<file path="src/rtl/priv_gate_pkg.sv">
package priv_gate_pkg;

    typedef enum logic [1:0] {
        CLS_MEM = 2'd0,
        CLS_TSC = 2'd1,
        CLS_PMC = 2'd2,
        CLS_DBG = 2'd3
    } cls_e;

    typedef enum logic [1:0] {
        MODE_REAL = 2'd0,
        MODE_PROT = 2'd1,
        MODE_V86  = 2'd2,
        MODE_RSVD = 2'd3
    } mode_e;

    typedef enum logic [1:0] {
        V_ALLOW = 2'd0,
        V_GP    = 2'd1,
        V_UD    = 2'd2,
        V_AC    = 2'd3
    } verdict_e;

endpackage

</file>
<file path="src/rtl/priv_gate_rules.sv">
module priv_gate_rules
    import priv_gate_pkg::*;
#(
    parameter int CPL_W     = 2,
    parameter int DBG_IDX_W = 3,
    parameter int ALIAS_LO  = 4
) (
    input  logic [1:0]           cls,
    input  logic [CPL_W-1:0]     cpl,
    input  logic                 tsd,
    input  logic                 pce,
    input  logic                 de,
    input  logic [DBG_IDX_W-1:0] dbg_idx,
    output logic                 fault,
    output logic [1:0]           fault_code
);
    localparam logic [DBG_IDX_W-1:0] IDX_A = DBG_IDX_W'(ALIAS_LO);
    localparam logic [DBG_IDX_W-1:0] IDX_B = DBG_IDX_W'(ALIAS_LO + 1);

    logic kernel;
    logic alias_hit;

    always_comb begin
        kernel     = (cpl == '0);
        alias_hit  = (dbg_idx == IDX_A) || (dbg_idx == IDX_B);
        fault      = 1'b0;
        fault_code = V_ALLOW;
        unique case (cls_e'(cls))
            CLS_TSC: begin
                if (tsd && !kernel) begin
                    fault      = 1'b1;
                    fault_code = V_GP;
                end
            end
            CLS_PMC: begin
                if (!pce && !kernel) begin
                    fault      = 1'b1;
                    fault_code = V_GP;
                end
            end
            CLS_DBG: begin
                if (de && alias_hit) begin
                    fault      = 1'b1;
                    fault_code = V_UD;
                end
            end
            default: begin
                fault      = 1'b0;
                fault_code = V_ALLOW;
            end
        endcase
    end
endmodule

</file>
<file path="src/rtl/priv_gate_align.sv">
module priv_gate_align
    import priv_gate_pkg::*;
#(
    parameter int CPL_W     = 2,
    parameter int SIZE_W    = 2,
    parameter int ADDR_LO_W = 3
) (
    input  logic                 mem,
    input  logic                 am,
    input  logic                 ac,
    input  logic [CPL_W-1:0]     cpl,
    input  logic [1:0]           mode,
    input  logic [SIZE_W-1:0]    size,
    input  logic [ADDR_LO_W-1:0] addr_lo,
    output logic                 align_fault
);
    localparam logic [CPL_W-1:0] USER_CPL = '1;

    logic [ADDR_LO_W-1:0] low_mask;
    logic                 misaligned;
    logic                 mode_ok;

    for (genvar i = 0; i < ADDR_LO_W; i++) begin : g_mask
        assign low_mask[i] = (32'(size) > i);
    end

    always_comb begin
        misaligned  = |(addr_lo & low_mask);
        mode_ok     = (mode_e'(mode) == MODE_PROT) || (mode_e'(mode) == MODE_V86);
        align_fault = mem && am && ac && (cpl == USER_CPL) && mode_ok && misaligned;
    end
endmodule

</file>
<file path="src/rtl/priv_gate_dbgmap.sv">
module priv_gate_dbgmap
    import priv_gate_pkg::*;
#(
    parameter int DBG_IDX_W = 3,
    parameter int ALIAS_LO  = 4,
    parameter int ALIAS_TO  = 6
) (
    input  logic [1:0]           cls,
    input  logic                 de,
    input  logic [DBG_IDX_W-1:0] idx_in,
    output logic [DBG_IDX_W-1:0] idx_out
);
    localparam logic [DBG_IDX_W-1:0] SHIFT = DBG_IDX_W'(ALIAS_TO - ALIAS_LO);
    localparam logic [DBG_IDX_W-1:0] IDX_A = DBG_IDX_W'(ALIAS_LO);
    localparam logic [DBG_IDX_W-1:0] IDX_B = DBG_IDX_W'(ALIAS_LO + 1);

    always_comb begin
        idx_out = idx_in;
        if ((cls_e'(cls) == CLS_DBG) && !de && ((idx_in == IDX_A) || (idx_in == IDX_B)))
            idx_out = idx_in + SHIFT;
    end
endmodule

</file>
<file path="src/rtl/priv_gate.sv">
module priv_gate
    import priv_gate_pkg::*;
#(
    parameter int CPL_W     = 2,
    parameter int SIZE_W    = 2,
    parameter int ADDR_LO_W = 3,
    parameter int DBG_IDX_W = 3,
    parameter int ALIAS_LO  = 4,
    parameter int ALIAS_TO  = 6
) (
    input  logic                 clk,
    input  logic                 rst_n,
    input  logic                 in_valid,
    input  logic [1:0]           in_class,
    input  logic [CPL_W-1:0]     in_cpl,
    input  logic [1:0]           in_mode,
    input  logic                 cr0_am,
    input  logic                 cr4_tsd,
    input  logic                 cr4_de,
    input  logic                 cr4_pce,
    input  logic                 eflags_ac,
    input  logic                 in_mem,
    input  logic [SIZE_W-1:0]    in_size,
    input  logic [ADDR_LO_W-1:0] in_addr_lo,
    input  logic [DBG_IDX_W-1:0] in_dbg_idx,
    output logic                 out_valid,
    output logic [1:0]           out_verdict,
    output logic [DBG_IDX_W-1:0] out_dbg_idx
);
    typedef struct packed {
        logic                 vld;
        logic [1:0]           verdict;
        logic [DBG_IDX_W-1:0] idx;
    } gate_state_t;

    gate_state_t st_d, st_q;

    logic                 priv_fault;
    logic [1:0]           priv_code;
    logic                 align_fault;
    logic [DBG_IDX_W-1:0] mapped_idx;

    priv_gate_rules #(
        .CPL_W(CPL_W), .DBG_IDX_W(DBG_IDX_W), .ALIAS_LO(ALIAS_LO)
    ) u_rules (
        .cls(in_class), .cpl(in_cpl), .tsd(cr4_tsd), .pce(cr4_pce), .de(cr4_de),
        .dbg_idx(in_dbg_idx), .fault(priv_fault), .fault_code(priv_code)
    );

    priv_gate_align #(
        .CPL_W(CPL_W), .SIZE_W(SIZE_W), .ADDR_LO_W(ADDR_LO_W)
    ) u_align (
        .mem(in_mem), .am(cr0_am), .ac(eflags_ac), .cpl(in_cpl), .mode(in_mode),
        .size(in_size), .addr_lo(in_addr_lo), .align_fault(align_fault)
    );

    priv_gate_dbgmap #(
        .DBG_IDX_W(DBG_IDX_W), .ALIAS_LO(ALIAS_LO), .ALIAS_TO(ALIAS_TO)
    ) u_dbgmap (
        .cls(in_class), .de(cr4_de), .idx_in(in_dbg_idx), .idx_out(mapped_idx)
    );

    always_comb begin
        st_d     = st_q;
        st_d.vld = in_valid;
        if (in_valid) begin
            st_d.idx = mapped_idx;
            if (priv_fault)
                st_d.verdict = priv_code;
            else if (align_fault)
                st_d.verdict = V_AC;
            else
                st_d.verdict = V_ALLOW;
        end
    end

    always_ff @(posedge clk) begin
        if (!rst_n)
            st_q <= '{vld: 1'b0, verdict: V_ALLOW, idx: '0};
        else
            st_q <= st_d;
    end

    assign out_valid   = st_q.vld;
    assign out_verdict = st_q.verdict;
    assign out_dbg_idx = st_q.idx;
endmodule

</file>
<file path="config.mk">
export PLATFORM = sky130hd
export DESIGN_NAME = priv_gate
export DESIGN_NICKNAME = d
export VERILOG_FILES = /design/src/rtl/priv_gate_pkg.sv /design/src/rtl/priv_gate_rules.sv /design/src/rtl/priv_gate_align.sv /design/src/rtl/priv_gate_dbgmap.sv /design/src/rtl/priv_gate.sv
export SDC_FILE = /design/constraint.sdc
export NUM_CORES = 1
export LEC_CHECK = 0
export BUFFER_PORTS_ARGS = -buffer_cell sky130_fd_sc_hd__buf_2
export CAP_MARGIN = 30
export CORE_AREA = 5 5 42 44
export DETAILED_ROUTE_END_ITERATION = 10
export DIE_AREA = 0 0 47 49
export PLACE_DENSITY = 0.53
export SETUP_SLACK_MARGIN = 0.15
export SYNTH_ARGS = -nofsm -noshare
export SYNTH_HDL_FRONTEND = slang
export SYNTH_HIERARCHICAL = 1
export SYNTH_SLANG_ARGS = --single-unit
</file>
<file path="constraint.sdc">
create_clock -name clk -period 1.2 [get_ports clk]
set_input_delay 0.06 -clock clk [delete_from_list [all_inputs] [get_ports clk]]
set_output_delay 0.06 -clock clk [all_outputs]
set_load 0.02 [all_outputs]
</file>
# [After elaboration in Yosys (flattened, before gate mapping)]
# Cells that the tools add are included.
[op_classes] addsub=1 magnitude_cmp=3 eq_ne=8 n_mux=11 n_bitwise=1 n_reduce_logical=17
[ops] op="logical AND 1 bit" count=10
[ops] op="equality test 2 bit, second input constant" count=4
[ops] op="equality test 3 bit, second input constant" count=2
[ops] op="two-way mux 2 bit" count=3
[ops] op="case mux 2 bit (3 select lines)" count=1
[ops] op="two-way mux 1 bit" count=5
[ops] op="equality test 2 x 1 -> 1 bit, second input constant" count=2
[ops] op="> comparator 2 x 1 -> 1 bit, second input constant" count=2
[ops] op="adder 3 x 2 -> 3 bit, second input constant" count=1
[ops] op="AND 3 bit" count=1
[ops] op="zero test 1 bit" count=3
[ops] op="two-way mux 3 bit" count=1
[ops] op="case mux 1 bit (3 select lines)" count=1
[ops] op="OR reduction 3 bit" count=1
[ops] op="> comparator 2 bit, second input constant" count=1
[ops] op="zero test 2 bit" count=1
[ops] op="logical OR 1 bit" count=2
[word_totals] ff_bits=6 input_bits=23 wordCells=44

# [Longest topological paths before layout]
[depth] depth_word=7 mapped_depth=5 mapped_depth_nobuf=5

# [Modules after synthesis]
# Netlist, hierarchy kept.
[by_module_without_submodules] module="priv_gate" n_inst=1 cells_per_inst=21 area_per_inst_um2=222.7 seq_area_each_um2=120.1
[by_module_without_submodules] module="priv_gate_align" n_inst=1 cells_per_inst=6 area_per_inst_um2=45.0 seq_area_each_um2=0.0
[by_module_without_submodules] module="priv_gate_rules" n_inst=1 cells_per_inst=8 area_per_inst_um2=45.0 seq_area_each_um2=0.0
[by_module_without_submodules] module="priv_gate_dbgmap" n_inst=1 cells_per_inst=4 area_per_inst_um2=25.0 seq_area_each_um2=0.0

# [Least setup slack after synthesis]
# No wires, ideal clock.
[synth_path] kind="input port to flip-flop" from="in cr4_tsd" to="reg st_q, in the netlist out_verdict[0]" setup_time_ns=0.074 t_arrival_ns=0.727 required_ns=1.126 slack_ns=0.399 stages=5 path_cell_list="and3b_1 -> a21oi_2 -> o22ai_1 -> nand2b_1 -> a31oi_1"
[synth_between] elab_chain_len=4
[synth_rtl] element="from (decl)" line="priv_gate.sv:18" source="input logic cr4_tsd,"
[synth_rtl] element="logical AND 1 bit" line="priv_gate_rules.sv:30" source="if (tsd && !kernel) begin"
[synth_rtl] element="two-way mux 1 bit" line="priv_gate_rules.sv:30"
[synth_rtl] element="case mux 1 bit (3 select lines)" line="priv_gate_rules.sv:28" source="unique case (cls_e'(cls))"
[synth_rtl] element="net priv_fault" line="priv_gate.sv:38" source="logic priv_fault;"
[synth_rtl] element="two-way mux 2 bit" line="priv_gate.sv:68" source="if (priv_fault)"
[synth_rtl] element="to (signal assigned)" line="priv_gate.sv:79" source="st_q <= '{vld: 1'b0, verdict: V_ALLOW, idx: '0};"
[synth_rtl] element="to (signal assigned)" line="priv_gate.sv:81" source="st_q <= st_d;"
[synth_rtl] element="to (decl)" line="priv_gate.sv:36" source="gate_state_t st_d, st_q;"
# The timed path passes the listed nets, and every way through them passes these cells.
# A chain may end at the register's enable or synchronous reset.

# [Final worst setup path]
[layout_path] from="reg st_q, in the netlist out_verdict[0]" to="out out_verdict[0]"
[layout_rtl] element="to (decl)" line="priv_gate.sv:27" source="output logic [1:0] out_verdict,"
# No word-level cell between the ends.

==> flow_summary.rst <==
.. list-table::
   :header-rows: 1

   * - Metric
     - Value
   * - Status
     - complete, no violations
   * - Number of warnings reported in the yosys synthesis log
     - 6
   * - Number of flip-flops and latches in the synthesized netlist
     - 6
   * - Syn Nets
     - 62
   * - TritonCTS clock tree
     - yes
   * - Number of violations of the max-capacitance limit
     - 0
   * - Combinational power share
     - 0.222
   * - Accumulated negative setup slack
     - 0 ns
   * - Full die area
     - 0.002303 mm^2
   * - Leakage power
     - 0.2549 nW
   * - Count of H-tree levels built during CTS
     - 1
   * - Fraction of the cycle the final worst path needs
     - 0.6603
   * - Number of buffers created by CTS
     - 3
   * - Antenna-violating nets left
     - 0
   * - Maximum clock path buffer count
     - 2
   * - Final global-route overflow total
     - 0
   * - Worst setup EP type
     - output port
   * - Final Hold Vio Count
     - 0
   * - CORE AREA
     - 0.001401 mm^2
   * - Number of fillers in the final layout
     - 172
   * - Fraction of the core area covered by cells at the end of the flow
     - 0.3554
   * - Syn avg cell area
     - 8.662 um^2
   * - Power per unit of standard cell area
     - 1016 mW/mm^2
   * - GRT Util Overall
     - 0.08879
   * - Worst hold path class
     - input pin to flip-flop
   * - Initial detailed-routing violation count
     - 3
   * - Critical Path Source Type
     - flip-flop
   * - Boundary pin count
     - 29
   * - Site Rows
     - 14
   * - Buf/Inv on CP
     - 1
   * - First-pass GRT wire length
     - 1476 um
   * - Die width
     - 47 um
   * - Routed length per instance
     - 10.05 um
   * - Class of the most critical setup path
     - flip-flop to output port
   * - Worst path required time
     - 1.14 ns
   * - Maximum achievable frequency
     - 1262 MHz
   * - Arr. time, crit path
     - 0.73 ns
   * - Remaining routing DRC violations
     - 0
   * - Initial Util
     - 0.2411
   * - Number of antenna cells inserted
     - 0
   * - Post-Route Skew
     - 0 ns
   * - Vias per cell
     - 4.530
   * - Area growth from synthesis to layout
     - 47.41%
   * - CP max stage cell
     - sky130_fd_sc_hd__dfxtp_1
   * - Min cycle time layout
     - 0.7924 ns
   * - Number of global-route vias before repair
     - 381
   * - Net load switching power
     - 0.0001258 W
   * - Count of final setup violators
     - 0
   * - Count of distinct cell types in the synthesized netlist
     - 23
   * - Placer congestion estimate
     - 0.5876
   * - Max rail drop VDD
     - 0.3680 mV
   * - Clock root buffer
     - sky130_fd_sc_hd__clkbuf_4
   * - Via count
     - 376
   * - Area of the mapped netlist
     - 337.8 um^2
   * - Nets@finish
     - 92
   * - Number of gates given a new drive strength after cts
     - 0
   * - Synthesized instance count
     - 39
   * - Worst Tran Pin Value
     - 0.2047 ns
   * - RSZ-0062 raised after global routing
     - no
   * - Share of layout cells above drive strength 1
     - 0.4925
   * - Overall routed net length
     - 834 um
   * - Count of input and output buffers
     - 28
   * - Placed inst area
     - 475.5 um^2
   * - Clock-pin slew on the worst setup and hold paths
     - 0.04 ns
   * - Die H
     - 49 um
   * - Pin count of the biggest net entering global routing
     - 9
   * - Number of antenna violations at the first check in global routing
     - 0
   * - Maximum net fanout on the critical path
     - 2
   * - Number of iterations in the first detailed-routing pass
     - 4
   * - Delay-heaviest family, CP
     - flip-flops
   * - Clock Sinks
     - 6
   * - Buffer count from post-CTS setup fixing
     - 0
   * - Multi-input gate area in the final layout
     - 191.4 um^2
   * - Final design area excluding fillers
     - 498.0 um^2
   * - Clock insertion delay at the later pin of the skew report
     - 0.24 ns
   * - Post-cts hold buffer count
     - 0
   * - Internal Pwr Total
     - 0.0003803 W
   * - Share of power burned in the clock network
     - 0.351
   * - Sequential fraction of the synthesis area
     - 0.3556
   * - Sequential power share
     - 0.427
   * - Critical Path, Cell by Cell
     - buf_2
   * - Sequential cell area
     - 120.1 um^2
   * - Pins over their slew limit
     - 0
   * - Net switching share of the total power
     - 0.2486
   * - Tightest slew margin relative to the limit
     - 0.8621
   * - Worst stage delay on the critical path
     - 0.33 ns
## power by group through the flow
| stage | Clock, W | Combinational [W] | Sequential, W |
|---|---|---|---|
| after floorplan | 0 | 0.0000472 | 0.000234 |
| after global placement | 0 | 0.000113 | 0.000220 |
| after detailed placement | 0 | 0.000114 | 0.000220 |
| after CTS | 0.000187 | 0.000114 | 0.000216 |
| after global routing | 0.000203 | 0.000126 | 0.000217 |
| final | 0.000178 | 0.000112 | 0.000216 |
## worst register-to-register path, stage by stage, from the launching register on
cell and delay, ns:
sky130_fd_sc_hd__dfxtp_1 0.31, sky130_fd_sc_hd__o21ai_0 0.17, sky130_fd_sc_hd__a31oi_1 0.06
## cell usage after synthesis
cell	count	area, um^2
sky130_fd_sc_hd__a21oi_1	1	5.000
sky130_fd_sc_hd__dfxtp_1	6	120.1
sky130_fd_sc_hd__and2_1	1	6.260
sky130_fd_sc_hd__buf_4	1	7.510
sky130_fd_sc_hd__and3b_1	1	8.760
sky130_fd_sc_hd__nand2b_1	1	6.260
sky130_fd_sc_hd__nor4_2	1	12.51
sky130_fd_sc_hd__o22ai_1	1	6.260
sky130_fd_sc_hd__nor2_1	4	15.01
sky130_fd_sc_hd__clkbuf_1	1	3.750
sky130_fd_sc_hd__nand2_1	2	7.510
sky130_fd_sc_hd__buf_6	1	11.26
sky130_fd_sc_hd__inv_1	1	3.750
sky130_fd_sc_hd__o21ai_1	1	5.000
sky130_fd_sc_hd__a31oi_1	2	12.51
sky130_fd_sc_hd__mux2i_1	3	30.03
sky130_fd_sc_hd__a21o_1	1	7.510
sky130_fd_sc_hd__nor2b_1	3	18.77
sky130_fd_sc_hd__a41o_1	1	10.01
sky130_fd_sc_hd__nand4_1	2	12.51
sky130_fd_sc_hd__a21oi_2	1	8.760
sky130_fd_sc_hd__o21ai_0	2	10.01
sky130_fd_sc_hd__xnor2_1	1	8.760
## path summary, 6_finish.rpt
kind | startpoint | end | slack, ns | cells past startpoint
setup reg to reg | out_verdict[0] | out_verdict[0] | 0.55 | 2
hold / removal | in_dbg_idx[0] | out_dbg_idx[0] | 0.08 | 3
setup / recovery | out_verdict[0] | out_verdict[0] | 0.41 | 1
hold reg to reg | out_dbg_idx[1] | out_dbg_idx[1] | 0.51 | 2
## kinds of logic after synthesis
group	after synthesis	share of synthesized area
multiplexers	3	0.08889
AND/OR/NAND/NOR	15	0.2593
XOR/XNOR	1	0.02593
flip-flops	6	0.3556
AO/OA/AOI/OAI	10	0.1926
buffers and inverters	4	0.07776
## per-layer routing
| metal | vias up | GRT usage | wire length [um] |
|---|---|---|---|
| li1 | 195 | - | - |
| met1 | 164 | 0.1079 | 323 |
| met2 | 17 | 0.1176 | 413 |
| met3 | 0 | 0.02583 | 97 |
| met4 | 0 | 0.08295 | 0 |
| met5 | - | 0 | 0 |
## sequential cells by signal (all words and copies together), names as in the netlist
| signal | cells |
|---|---|
| out_dbg_idx | 3 |
| out_verdict | 2 |
| out_valid | 1 |
## through the flow
step           cells  hold slack [ns]  total power [W]  setup WS (ns)
2_1_floorplan     39           0.1873        0.0002814         0.3986
3_3_place_gp      80           0.3224        0.0003324         0.2252
3_5_place_dp      80           0.3276        0.0003339         0.2070
4_1_cts           83          0.07391        0.0005179         0.4022
5_1_grt           83           0.1047        0.0005472         0.3168
6_report          83          0.08141        0.0005061         0.4076
## cells in the final DEF, fill, tap and decap left out
cell type                  count
sky130_fd_sc_hd__xnor2_1       1
sky130_fd_sc_hd__a21oi_1       1
sky130_fd_sc_hd__clkbuf_4      3
sky130_fd_sc_hd__a31oi_1       2
sky130_fd_sc_hd__nand2_1       2
sky130_fd_sc_hd__nor2_1        4
sky130_fd_sc_hd__a21oi_2       1
sky130_fd_sc_hd__nand4_1       2
sky130_fd_sc_hd__mux2i_1       3
sky130_fd_sc_hd__and3b_1       1
sky130_fd_sc_hd__nor4_2        1
sky130_fd_sc_hd__a41o_1        1
sky130_fd_sc_hd__o21ai_1       1
sky130_fd_sc_hd__buf_2        28
sky130_fd_sc_hd__nor2b_1       3
sky130_fd_sc_hd__o22ai_1       1
sky130_fd_sc_hd__o21ai_0       2
sky130_fd_sc_hd__a21o_1        1
sky130_fd_sc_hd__inv_1         1
sky130_fd_sc_hd__dfxtp_1       6
sky130_fd_sc_hd__nand2b_1      1
sky130_fd_sc_hd__and2_1        1
## cell type report
class                           instances  area share
Clock buffer                            3     0.04523
Inverter                                1    0.007538
Multi-Input combinational cell         29      0.3844
Sequential cell                         6      0.2412
Tap cell                               16     0.04020
Timing Repair Buffer                   28      0.2814
Power figures use the tool's default switching activity.
